**src/rtl/tdma_start_pkg.sv**
```systemverilog
package tdma_start_pkg;
  typedef enum logic [1:0] {
    ST_LISTEN = 2'd0,
    ST_COLD   = 2'd1,
    ST_LOST   = 2'd2,
    ST_SYNC   = 2'd3
  } start_state_e;
endpackage

```
**src/rtl/tdma_listen_timer.sv**
```systemverilog
module tdma_listen_timer #(
  parameter int LIMIT = 1000,
  localparam int CW = $clog2(LIMIT + 1)
) (
  input  logic clk,
  input  logic rst,
  input  logic run,
  output logic expire
);
  logic [CW-1:0] cnt;

  assign expire = run && (cnt == CW'(LIMIT - 1));

  always_ff @(posedge clk) begin
    if (rst || !run) cnt <= '0;
    else if (!expire) cnt <= cnt + 1'b1;
  end


  no_overflow_chk: assert property (@(posedge clk) disable iff (rst)
    cnt <= CW'(LIMIT - 1));
endmodule

```
**src/rtl/tdma_id_fields.sv**
```systemverilog
module tdma_id_fields #(
  parameter int SLOT_W  = 4,
  parameter int ROUND_W = 2,
  parameter int PRIO_W  = 5,
  localparam int ID_W   = SLOT_W + ROUND_W + PRIO_W
) (
  input  logic [ID_W-1:0]    id,
  output logic [SLOT_W-1:0]  slot,
  output logic [ROUND_W-1:0] round
);
  logic prio_unused;
  assign slot        = id[SLOT_W-1:0];
  assign round       = id[SLOT_W+ROUND_W-1:SLOT_W];
  assign prio_unused = ^id[ID_W-1:SLOT_W+ROUND_W];
endmodule

```
**src/rtl/tdma_startup_ctrl.sv**
```systemverilog
module tdma_startup_ctrl
  import tdma_start_pkg::*;
#(
  parameter int SLOT_W     = 4,
  parameter int ROUND_W    = 2,
  parameter int PRIO_W     = 5,
  parameter int LISTEN_CYC = 1000,
  parameter int NODE_PRIO  = 1,
  localparam int ID_W      = SLOT_W + ROUND_W + PRIO_W
) (
  input  logic               clk,
  input  logic               rst,
  input  logic               rx_valid,
  input  logic [ID_W-1:0]    rx_id,
  input  logic               tx_done,
  input  logic               arb_lost,
  output logic               load_en,
  output logic [SLOT_W-1:0]  load_slot,
  output logic [ROUND_W-1:0] load_round,
  output logic               tx_req,
  output logic [ID_W-1:0]    tx_id,
  output logic               synced
);
  start_state_e state, nxt_state;
  logic               listen_over;
  logic [SLOT_W-1:0]  rx_slot;
  logic [ROUND_W-1:0] rx_round;
  logic               nxt_load, nxt_req;
  logic [SLOT_W-1:0]  nxt_slot;
  logic [ROUND_W-1:0] nxt_round;

  tdma_listen_timer #(.LIMIT(LISTEN_CYC)) u_timer (
    .clk(clk), .rst(rst), .run(state == ST_LISTEN), .expire(listen_over)
  );

  tdma_id_fields #(.SLOT_W(SLOT_W), .ROUND_W(ROUND_W), .PRIO_W(PRIO_W)) u_fields (
    .id(rx_id), .slot(rx_slot), .round(rx_round)
  );

  assign tx_id = {PRIO_W'(NODE_PRIO), ROUND_W'(0), SLOT_W'(0)};

  always_comb begin
    nxt_state = state;
    nxt_load  = 1'b0;
    nxt_req   = tx_req;
    nxt_slot  = load_slot;
    nxt_round = load_round;
    unique case (state)
      ST_LISTEN: begin
        if (rx_valid) begin
          nxt_load = 1'b1; nxt_slot = rx_slot; nxt_round = rx_round;
          nxt_state = ST_SYNC;
        end else if (listen_over) begin
          nxt_req = 1'b1; nxt_state = ST_COLD;
        end
      end
      ST_COLD: begin
        if (rx_valid) begin
          nxt_load = 1'b1; nxt_slot = rx_slot; nxt_round = rx_round;
          nxt_req = 1'b0; nxt_state = ST_SYNC;
        end else if (arb_lost) begin
          nxt_req = 1'b0; nxt_state = ST_LOST;
        end else if (tx_done) begin
          nxt_load = 1'b1; nxt_slot = '0; nxt_round = '0;
          nxt_req = 1'b0; nxt_state = ST_SYNC;
        end
      end
      ST_LOST: begin
        if (rx_valid) begin
          nxt_load = 1'b1; nxt_slot = rx_slot; nxt_round = rx_round;
          nxt_state = ST_SYNC;
        end
      end
      default: nxt_req = 1'b0;
    endcase
  end

  always_ff @(posedge clk) begin
    if (rst) begin
      state      <= ST_LISTEN;
      load_en    <= 1'b0;
      load_slot  <= '0;
      load_round <= '0;
      tx_req     <= 1'b0;
      synced     <= 1'b0;
    end else begin
      state      <= nxt_state;
      load_en    <= nxt_load;
      load_slot  <= nxt_slot;
      load_round <= nxt_round;
      tx_req     <= nxt_req;
      synced     <= (nxt_state == ST_SYNC);
    end
  end


  load_pulse_chk: assert property (@(posedge clk) disable iff (rst)
    load_en |=> !load_en);

  sync_sticky_chk: assert property (@(posedge clk) disable iff (rst)
    synced |=> synced);

  sync_with_load_chk: assert property (@(posedge clk) disable iff (rst)
    $rose(synced) |-> load_en);

  req_unsynced_chk: assert property (@(posedge clk) disable iff (rst)
    tx_req |-> !synced);

  req_hold_chk: assert property (@(posedge clk) disable iff (rst)
    (tx_req && !tx_done && !arb_lost && !rx_valid) |=> tx_req);

  lost_drop_chk: assert property (@(posedge clk) disable iff (rst)
    (tx_req && arb_lost) |=> !tx_req);
endmodule

```
**config.mk**
```make
export PLATFORM = sky130hd
export DESIGN_NAME = tdma_startup_ctrl
export DESIGN_NICKNAME = d
export VERILOG_FILES = /design/src/rtl/tdma_start_pkg.sv /design/src/rtl/tdma_listen_timer.sv /design/src/rtl/tdma_id_fields.sv /design/src/rtl/tdma_startup_ctrl.sv
export SDC_FILE = /design/constraint.sdc
export NUM_CORES = 1
export LEC_CHECK = 0
export BUFFER_PORTS_ARGS = -buffer_cell sky130_fd_sc_hd__buf_2
export CELL_PAD_IN_SITES_DETAIL_PLACEMENT = 1
export CELL_PAD_IN_SITES_GLOBAL_PLACEMENT = 1
export CORE_MARGIN = 2
export CORE_UTILIZATION = 38
export DETAILED_ROUTE_END_ITERATION = 10
export PLACE_DENSITY_LB_ADDON = 0.12
export SLEW_MARGIN = 20
export SYNTH_ARGS = -nofsm -noshare
export SYNTH_HDL_FRONTEND = slang
export SYNTH_HIERARCHICAL = 1
export SYNTH_SLANG_ARGS = --single-unit
```
**constraint.sdc**
```tcl
create_clock -name clk -period 2.1 [get_ports clk]
set_input_delay 0.105 -clock clk [delete_from_list [all_inputs] [get_ports clk]]
set_output_delay 0.105 -clock clk [all_outputs]
set_load 0.005 [all_outputs]
```
==> flow_summary.ini <==
[outcome]
outcome = complete, no violations

[grt]
grt_overflow = 0
grt_pass1_wl_mm = 3.55
grt_max_degree = 13
grt_pass1_vias = 793
grt_usage_pct = 14.3
antenna_found_initial = 0

[finish]
nNetsFinal = 152
layout_common_cells = 21 x dfxtp_1, 19 x buf_2, 11 x conb_1
layout-drive-gt1-share_pct = 21.6
fin_util_pct = 45.3
antenna_cells = 0
area_growth_syn_to_layout_pct = 10.6
layout_commonest_cell = dfxtp_1

[timing]
fin_crit_ns = 1.65
setup_viol = 0
drv_slew = 0
setup_ws_ns = 0.452
fin_setup_tns_ns = 0
finalCritPeriodShare_pct = 78.5
whs_ns = 0.0510
rsz0062_at_grt = no
finalClockSkew_ns = 0.00456
hold_violations = 0
max_freq_mhz = 607

[drt]
drtIter0Drc = 11
vias = 875
ant_nets = 0
dr.pass1.iters = 4
post-route-drc-count = 0
routed_wirelength_mm = 2.20
wl_per_cell_um = 13.4
routed_via_density = 5.34

[yosys]
synth_edf_count = 0
syn_inst = 115
ys_seq_area_share_pct = 40.3
synthesis.area_mm2 = 0.00104
synth-seq-cells = 21
synthArstFlopShare_pct = 0
yosysTopAreaCell = dfxtp_1
synthTopCellsByArea = dfxtp_1 40%, buf_4 12%, a32o_1 5.8%, a21oi_1 4.3%, nand3_1 2.4%
synth_cell_type_count = 38
avgSynthCellArea_um2 = 9.06
yosys_warnings = 6
ys.flop_type = dfxtp_1
yosys.area.top_type_share_pct = 40.3

[pwr]
sw_frac_of_total_pct = 25.2
p_switching_mw = 0.176
clockPowerShare_pct = 27.8
p_total_mw = 0.698
p_int_mw = 0.522
p_leak_nw = 0.470
pwr-share-seq_pct = 61.0
powerDensity_mw_per_mm2 = 605
combPwrFrac_pct = 11.2
ir_worst_vdd_mv = 0.286

[floorplanning]
ios = 36
start_util_pct = 41.0
rows = 18
die-area_mm2 = 0.00318
fp.dieH_um = 56.4
die_x_um = 56.4
core_mm2 = 0.00254

[cts]
htree_levels = 1
clockRootBuffer = clkbuf_4
clkLatencyLatePin_ns = 0.30
cts_max_path_buffers = 2
post-cts-setup-buffers = 0
clock-sinks = 21
numCtsBuffers = 3
clk_pin_slew_worst_paths_ns = 0.12
cts_tree = built
cts_resized = 0

[critical_path]
worst_ep_required_time_ns = 2.34
critPathSlowestCell = dfxtp_1
start_kind = register
path_class = register to register
slowest_delay_ns = 0.43
crit_fanout = 6
arrival_ns = 1.89
cp_cell_sequence = ha_1 -> and4bb_2 -> nand3_1 -> inv_1 -> nor2b_1 -> o22ai_1 -> a21oi_1
end_kind = register

[placed_design]
portBuffers = 19
place.gp.congestion = 0.782
pre_cts_ws_ns = 0.510
place.detailed.hpwl_mm = 1.54

[min_path]
hold_class = input port to register

[job]
drv_cap = 0
-- power groups by stage --
stage               registers [mW]  logic (mW)  clock network [mW]
global route                 0.428      0.0881               0.226
global placement             0.434      0.0672                   0
detailed placement           0.435      0.0693                   0
finish                       0.425      0.0781               0.194
floorplan                    0.434      0.0635                   0
CTS                          0.425      0.0768               0.207
-- per-layer routing --
layer	global-route usage, %	wire length [um]	vias up
met5	0	0	-
met4	7.14	18	0
met3	2.53	109	2
met2	23.0	1050	24
met1	18.2	1030	412
li1	-	-	437
-- what timing repair did --
action | CTS | global route
hold endpoints to repair | 5 | 1
endpoints found under the setup margin | 0 | 0
hold buffers | 5 | 1
-- state kept, by name (all words and copies together), names as in the netlist --
signal,count
load_slot,4
u_timer/cnt,10
state,2
synced,1
load_en,1
tx_req,1
load_round,2
-- cell families after synthesis --
kind of cell | share of synthesized area (%)
xor+xnor | 0.840
buf+inv | 15.6
compound gates | 21.0
fa+ha+maj | 1.20
flops | 40.3
other cells | 0.721
simple gates | 20.3
-- per-stage QoR --
step / instances / area (um^2)
floorplan: 124 / 1080
global placement: 154 / 1060
detailed placement: 154 / 1060
CTS: 163 / 1140
global route: 164 / 1150
finish: 164 / 1150
-- cell usage after synthesis, drive strengths merged, types with 2 or more instances --
| master | instances |
|---|---|
| o31ai | 3 |
| nor2 | 5 |
| nor2b | 2 |
| or3 | 3 |
| or4 | 2 |
| nand2 | 6 |
| dfxtp | 21 |
| buf | 18 |
| nand4 | 3 |
| conb | 2 |
| o21ai | 6 |
| nand3 | 5 |
| a32o | 6 |
| inv | 5 |
| a21oi | 9 |
-- worst max-delay path, delay by kind of cell (launching register included) --
kind            cells  cell delay, ns
simple gates        3            0.55
flops               1            0.43
fa+ha+maj           1            0.28
compound gates      2            0.25
buf+inv             1            0.09
-- area by class of cell --
class                      count  area (um^2)
clock buffer                   3         22.5
clock inverter                 1         5.00
fill                         326         1390
inverter                       5         18.8
multi-input combinational     79          493
sequential                    21          420
tap                           30         37.5
timing repair buffer          25          155
-- path summary, 6_finish.rpt --
check	from	to	slack, ns	cells past startpoint
max reg2reg	u_timer/cnt[0]	state[0]	0.45	7
min reg2reg	tx_req	tx_req	0.50	2
max	u_timer/cnt[0]	state[0]	0.45	7
min	rst	state[0]	0.05	2
No activity file was read; power rests on OpenSTA's default activity.
